$ cat src/rtl/isr_pkg.sv
package isr_pkg;
  typedef enum logic {ACC_HALF = 1'b0, ACC_WORD = 1'b1} acc_size_e;
  localparam int HALF_BITS = 16;
endpackage

$ cat src/rtl/isr_decode.sv
module isr_decode #(
  parameter int NB       = 11,
  parameter int AW       = 12,
  parameter logic [AW-1:0] STAT_OFS = 12'h070,
  parameter logic [AW-1:0] MASK_OFS = 12'h074
) (
  input  logic          wr_en,
  input  logic          wr_wide,
  input  logic [AW-1:0] wr_addr,
  output logic          st_wr,
  output logic          mk_wr,
  output logic [NB-1:0] lanes
);
  import isr_pkg::*;

  function automatic logic [NB-1:0] lane_bits(input logic wide);
    logic [NB-1:0] l;
    for (int i = 0; i < NB; i++) l[i] = (i < HALF_BITS) || (wide == ACC_WORD);
    return l;
  endfunction

  assign st_wr = wr_en && (wr_addr == STAT_OFS);
  assign mk_wr = wr_en && (wr_addr == MASK_OFS);
  assign lanes = lane_bits(wr_wide);
endmodule

$ cat src/rtl/isr_status.sv
module isr_status #(
  parameter int NB        = 11,
  parameter int FORCE_BIT = 9
) (
  input  logic          clk,
  input  logic          rst_n,
  input  logic          st_wr,
  input  logic [NB-1:0] lanes,
  input  logic [NB-1:0] data,
  input  logic          force_en,
  input  logic [NB-1:0] set_vec,
  output logic [NB-1:0] st_d,
  output logic [NB-1:0] st_q
);
  logic [NB-1:0] frc;

  generate
    if (FORCE_BIT < NB) begin : g_force
      localparam logic [NB-1:0] FORCE_ONE = NB'(1) << FORCE_BIT;
      assign frc = force_en ? FORCE_ONE : '0;
    end else begin : g_noforce
      assign frc = '0;
    end
  endgenerate

  function automatic logic [NB-1:0] ack_merge(input logic [NB-1:0] old,
      input logic [NB-1:0] d, input logic [NB-1:0] ln, input logic [NB-1:0] f);
    return (old | f) & (d | ~ln);
  endfunction

  always_comb begin
    st_d = st_q;
    if (st_wr) st_d = ack_merge(st_q, data, lanes, frc);
    st_d = st_d | set_vec;
  end

  always_ff @(posedge clk or negedge rst_n)
    if (!rst_n) st_q <= '0;
    else        st_q <= st_d;
endmodule

$ cat src/rtl/isr_mask.sv
module isr_mask #(
  parameter int NB = 11
) (
  input  logic          clk,
  input  logic          rst_n,
  input  logic          mk_wr,
  input  logic [NB-1:0] lanes,
  input  logic [NB-1:0] data,
  output logic [NB-1:0] mk_d,
  output logic [NB-1:0] mk_q
);
  function automatic logic [NB-1:0] mask_merge(input logic [NB-1:0] old,
      input logic [NB-1:0] d, input logic [NB-1:0] ln);
    return (old & ~ln) | (d & ln);
  endfunction

  assign mk_d = mk_wr ? mask_merge(mk_q, data, lanes) : mk_q;

  always_ff @(posedge clk or negedge rst_n)
    if (!rst_n) mk_q <= '0;
    else        mk_q <= mk_d;
endmodule

$ cat src/rtl/isr_ctrl.sv
module isr_ctrl #(
  parameter int NB        = 11,
  parameter int AW        = 12,
  parameter int FORCE_BIT = 9,
  parameter int DMA_BIT   = 3,
  parameter logic [AW-1:0] STAT_OFS = 12'h070,
  parameter logic [AW-1:0] MASK_OFS = 12'h074
) (
  input  logic          clk,
  input  logic          rst_n,
  input  logic          wr_en,
  input  logic          wr_wide,
  input  logic [AW-1:0] wr_addr,
  input  logic [31:0]   wr_data,
  input  logic [AW-1:0] rd_addr,
  output logic [31:0]   rd_data,
  input  logic [NB-1:0] set_in,
  input  logic          dma_req,
  input  logic          force_en,
  output logic          irq,
  output logic          mask_hit
);
  localparam logic [NB-1:0] DMA_ONE = NB'(1) << DMA_BIT;

  logic          st_wr, mk_wr;
  logic [NB-1:0] lanes, data_n, set_vec;
  logic [NB-1:0] st_d, st_q, mk_d, mk_q;
  logic          hit_q;

  assign data_n  = wr_data[NB-1:0];
  assign set_vec = set_in | (dma_req ? DMA_ONE : '0);

  generate
    if (NB < 32) begin : g_spare
      logic unused_hi;
      assign unused_hi = ^wr_data[31:NB];
    end
  endgenerate

  isr_decode #(.NB(NB), .AW(AW), .STAT_OFS(STAT_OFS), .MASK_OFS(MASK_OFS)) u_dec (
    .wr_en(wr_en), .wr_wide(wr_wide), .wr_addr(wr_addr),
    .st_wr(st_wr), .mk_wr(mk_wr), .lanes(lanes));

  isr_status #(.NB(NB), .FORCE_BIT(FORCE_BIT)) u_st (
    .clk(clk), .rst_n(rst_n), .st_wr(st_wr), .lanes(lanes), .data(data_n),
    .force_en(force_en), .set_vec(set_vec), .st_d(st_d), .st_q(st_q));

  isr_mask #(.NB(NB)) u_mk (
    .clk(clk), .rst_n(rst_n), .mk_wr(mk_wr), .lanes(lanes), .data(data_n),
    .mk_d(mk_d), .mk_q(mk_q));

  always_ff @(posedge clk or negedge rst_n)
    if (!rst_n) hit_q <= 1'b0;
    else        hit_q <= mk_wr && (|(st_d & mk_d));

  always_comb begin
    rd_data = '0;
    if (rd_addr == STAT_OFS)      rd_data[NB-1:0] = st_q;
    else if (rd_addr == MASK_OFS) rd_data[NB-1:0] = mk_q;
  end

  assign irq      = |(st_q & mk_q);
  assign mask_hit = hit_q;
endmodule

$ cat config.mk
export PLATFORM = sky130hd
export DESIGN_NAME = isr_ctrl
export DESIGN_NICKNAME = d
export VERILOG_FILES = /design/src/rtl/isr_pkg.sv /design/src/rtl/isr_decode.sv /design/src/rtl/isr_status.sv /design/src/rtl/isr_mask.sv /design/src/rtl/isr_ctrl.sv
export SDC_FILE = /design/constraint.sdc
export NUM_CORES = 1
export LEC_CHECK = 0
export BUFFER_PORTS_ARGS = -buffer_cell sky130_fd_sc_hd__buf_2
export CORE_MARGIN = 2
export CORE_UTILIZATION = 30
export CTS_BUF_LIST = sky130_fd_sc_hd__clkbuf_8
export CTS_CLUSTER_DIAMETER = 60
export DETAILED_ROUTE_END_ITERATION = 16
export GPL_TIMING_DRIVEN = 0
export SETUP_SLACK_MARGIN = 0.2
export SLEW_MARGIN = 40
export SYNTH_ARGS = -nofsm -noshare
export SYNTH_HDL_FRONTEND = slang
export SYNTH_SLANG_ARGS = --single-unit
$ cat constraint.sdc
create_clock -name clk -period 2.03 [get_ports clk]
set_clock_uncertainty 0.15 [all_clocks]
set_input_delay 0.406 -clock clk [delete_from_list [all_inputs] [get_ports clk]]
set_output_delay 0.406 -clock clk [all_outputs]
set_load 0.005 [all_outputs]
==> flow_summary.yaml <==
routing:
  ant_nets: 0
  drt_first_pass_iters: 4
  met1_length_mm: 2.156
  routed-wl-met2_mm: 2.278
  vias: 1643
  drc: 0
  drt_wl_total_mm: 4.733
  routed.top_layer: "met4"
  drt_iter0_markers: 73
  wl_per_cell_um: 13.22
  viasPerCell: 4.589
  route.met3.wl_um: 251
power:
  clockPowerShare_pct: 30.6
  switching_power_w: 0.0002402
  peakVddDrop_mv: 0.2315
  p_leak_nw: 1.220
  swShare_pct: 25.54
  comb_power_share_pct: 20.5
  intPower_w: 0.0007005
  pwr-share-seq_pct: 48.9
  cellPowerDensity_nw_per_um2: 375.7
sta:
  setup_viol: 0
  layout_min_cycle_time_ns: 1.996
  slew_violations: 0
  setup_slack_ns: 0.03393
  timing.final.crit_share_pct: 98.33
  fin_tns_setup_ns: 0
  slew_headroom_pct: 62.96
  hold_viol: 0
  max_freq_ghz: 0.5010
  tightestPinTransition_ns: 0.5556
  rsz0062_at_grt: "true"
synthesis:
  syn_area_um2: 1657
  synth_edf_count: 0
  synth_cells: 186
  synth_area_leaders: "dfrtp_1 (35%), buf_4 (9.5%), mux2i_1 (6.6%)"
  yosysMostFrequentCell: "nor2_1"
  synth_cell_types: 38
  yosys_register_bits: 23
  async_flop_share_pct: 100.0
  netlist_top_cells_count: "nor2_1 (25), dfrtp_1 (23), buf_4 (21), a21oi_1 (14), o21ai_0 (13)"
  synthDominantCellAreaShare_pct: 34.74
  yosys_warnings: 0
  synthFlopType: "dfrtp_1"
  syn_area_per_cell_um2: 8.906
  ys_seq_area_share_pct: 34.74
  synth_area_leader_cell: "dfrtp_1"
critical_path:
  rr_worst_depth: 4
  crit_fanout: 4
  endpoint_kind: "primary output"
  cp.required_ns: 1.47
  worstPathArrival_ns: 1.44
  crit_type: "register to primary output"
  startpoint_type: "register"
global_routing:
  grt_pass1_wl_mm: 7.410
  grt_pass1_vias: 1579
  grtUsageTotal_pct: 15.10
  antenna_found_initial: 0
  grt_max_degree: 24
  grt-ovfl-total: 0
status:
  status: "finished clean"
placed_design:
  port_buffers: 63
  dp_hpwl_mm: 3.446
  gp_congestion: 0.8076
  dp_cells: 341
  pre_cts_slack_ns: -0.3723
  placed_cell_area_um2: 2150
clocking:
  clock_latency_ns: 0.26
  cts_made_buffers: 3
  clk_pin_slew_worst_paths_ns: 0.09
  cts_tree: "yes"
  clock-sinks: 23
  root_buffer: "clkbuf_8"
  cts_max_path_buffers: 2
  htreeDepth: 1
floorplanning:
  die_x_um: 78.31
  io_pins: 107
  dieArea_um2: 6132
  die_h_um: 78.31
  core-area_um2: 5405
  core.rowCount: 27
  start_util_pct: 30.65
job:
  cap_violations: 0
min_path:
  min_path_cells: 3
  hp-class: "input pin to register"
layout:
  multi_input_area_um2: 1086
  seq_area_um2: 575.6
  diodes: 0
  finalNetCount: 360
  stdcell_count: 358
  drive_gt1_share_pct: 48.95
  filler_cell_count: 552
  design_area_um2: 2504
  area.growth.synth_to_final_pct: 51.13
worst paths after layout:
kind	start	end	slack, ns
max	u_mk.mk_q[10]	irq	0.03
min	set_in[3]	u_st.st_q[3]	0.20
max reg2reg	u_st.st_q[3]	mask_hit	0.30
min reg2reg	u_mk.mk_q[9]	u_mk.mk_q[9]	0.36
max in group asynchronous	rst_n	u_st.st_q[7]	0.85
min in group asynchronous	rst_n	u_st.st_q[2]	0.51
per-stage QoR:
stage          hold WS (ns)  utilization (%)  total power (W)
3_5_place_dp         0.2758            39.77        0.0006323
5_1_grt              0.2197            46.32        0.0009858
3_3_place_gp         0.2686            39.77        0.0006302
2_1_floorplan      -0.03959                -        0.0005490
6_report             0.2029            46.32        0.0009407
4_1_cts              0.2006            43.45        0.0009275
metal layers:
layer | GRT usage, % | up-vias
met3 | 1.954 | 4
met4 | 3.860 | 0
met1 | 20.43 | 766
li1 | - | 821
met5 | 0 | -
met2 | 25.52 | 52
worst max-delay path, stage by stage, from the launching register on:
cell	delay, ns
dfrtp_1	0.42
a22o_1	0.21
a221oi_2	0.17
and3_1	0.19
nand2_1	0.05
buf_2	0.13
power groups by stage:
| stage | sequential (W) | combinational, W | clock [W] |
|---|---|---|---|
| 2_1_floorplan | 0.000469 | 0.0000799 | 0 |
| 3_3_place_gp | 0.000469 | 0.000161 | 0 |
| 3_5_place_dp | 0.000469 | 0.000163 | 0 |
| 4_1_cts | 0.000460 | 0.000172 | 0.000296 |
| 5_1_grt | 0.000460 | 0.000213 | 0.000313 |
| 6_report | 0.000460 | 0.000193 | 0.000287 |
cells in the final DEF, fill, tap and decap left out, types with 3 or more instances in the layout:
cell | Yosys | final
nand2b_1 | 10 | 9
a221oi_2 | 0 | 3
conb_1 | 1 | 21
buf_2 | 0 | 58
a21oi_1 | 14 | 10
buf_4 | 21 | 30
inv_1 | 6 | 6
nor2_1 | 25 | 18
nor2_2 | 0 | 3
nor2_4 | 0 | 4
nor4b_4 | 2 | 5
mux2_2 | 6 | 6
a21oi_2 | 0 | 4
dfrtp_1 | 23 | 23
buf_6 | 2 | 11
clkbuf_8 | 0 | 3
o21ai_0 | 13 | 9
mux2i_1 | 11 | 10
nand2_1 | 9 | 9
nand4_1 | 5 | 5
o21ai_1 | 8 | 12
state kept, by name, indices dropped and copies added (netlist names):
name and count:
u_mk.mk_q 11, u_st.st_q 11, mask_hit 1
area by class of cell:
cell class	count	share of cell area, %
clock buffer	3	1.649
buffer	27	8.346
tap	72	3.598
multi-input combinational	150	43.38
inverter	6	0.8996
clock inverter	1	0.1999
timing repair buffer	76	18.94
sequential	23	22.99
kinds of logic after synthesis:
family | synth area share, %
other cells | 0.2264
buf+inv | 13.14
simple gates | 23.49
mux | 10.73
flops | 34.74
compound gates | 17.67
what timing repair did:
action / CTS / global route
resized for setup: 22 / 32
hold endpoints to repair: 23 / 0
setup buffers: 9 / 1
cloned: 1 / 1
setup endpoints to repair: 17 / 27
hold buffers: 1 / 0
pin swaps: 15 / 14
(Power assumes the default switching activity.)
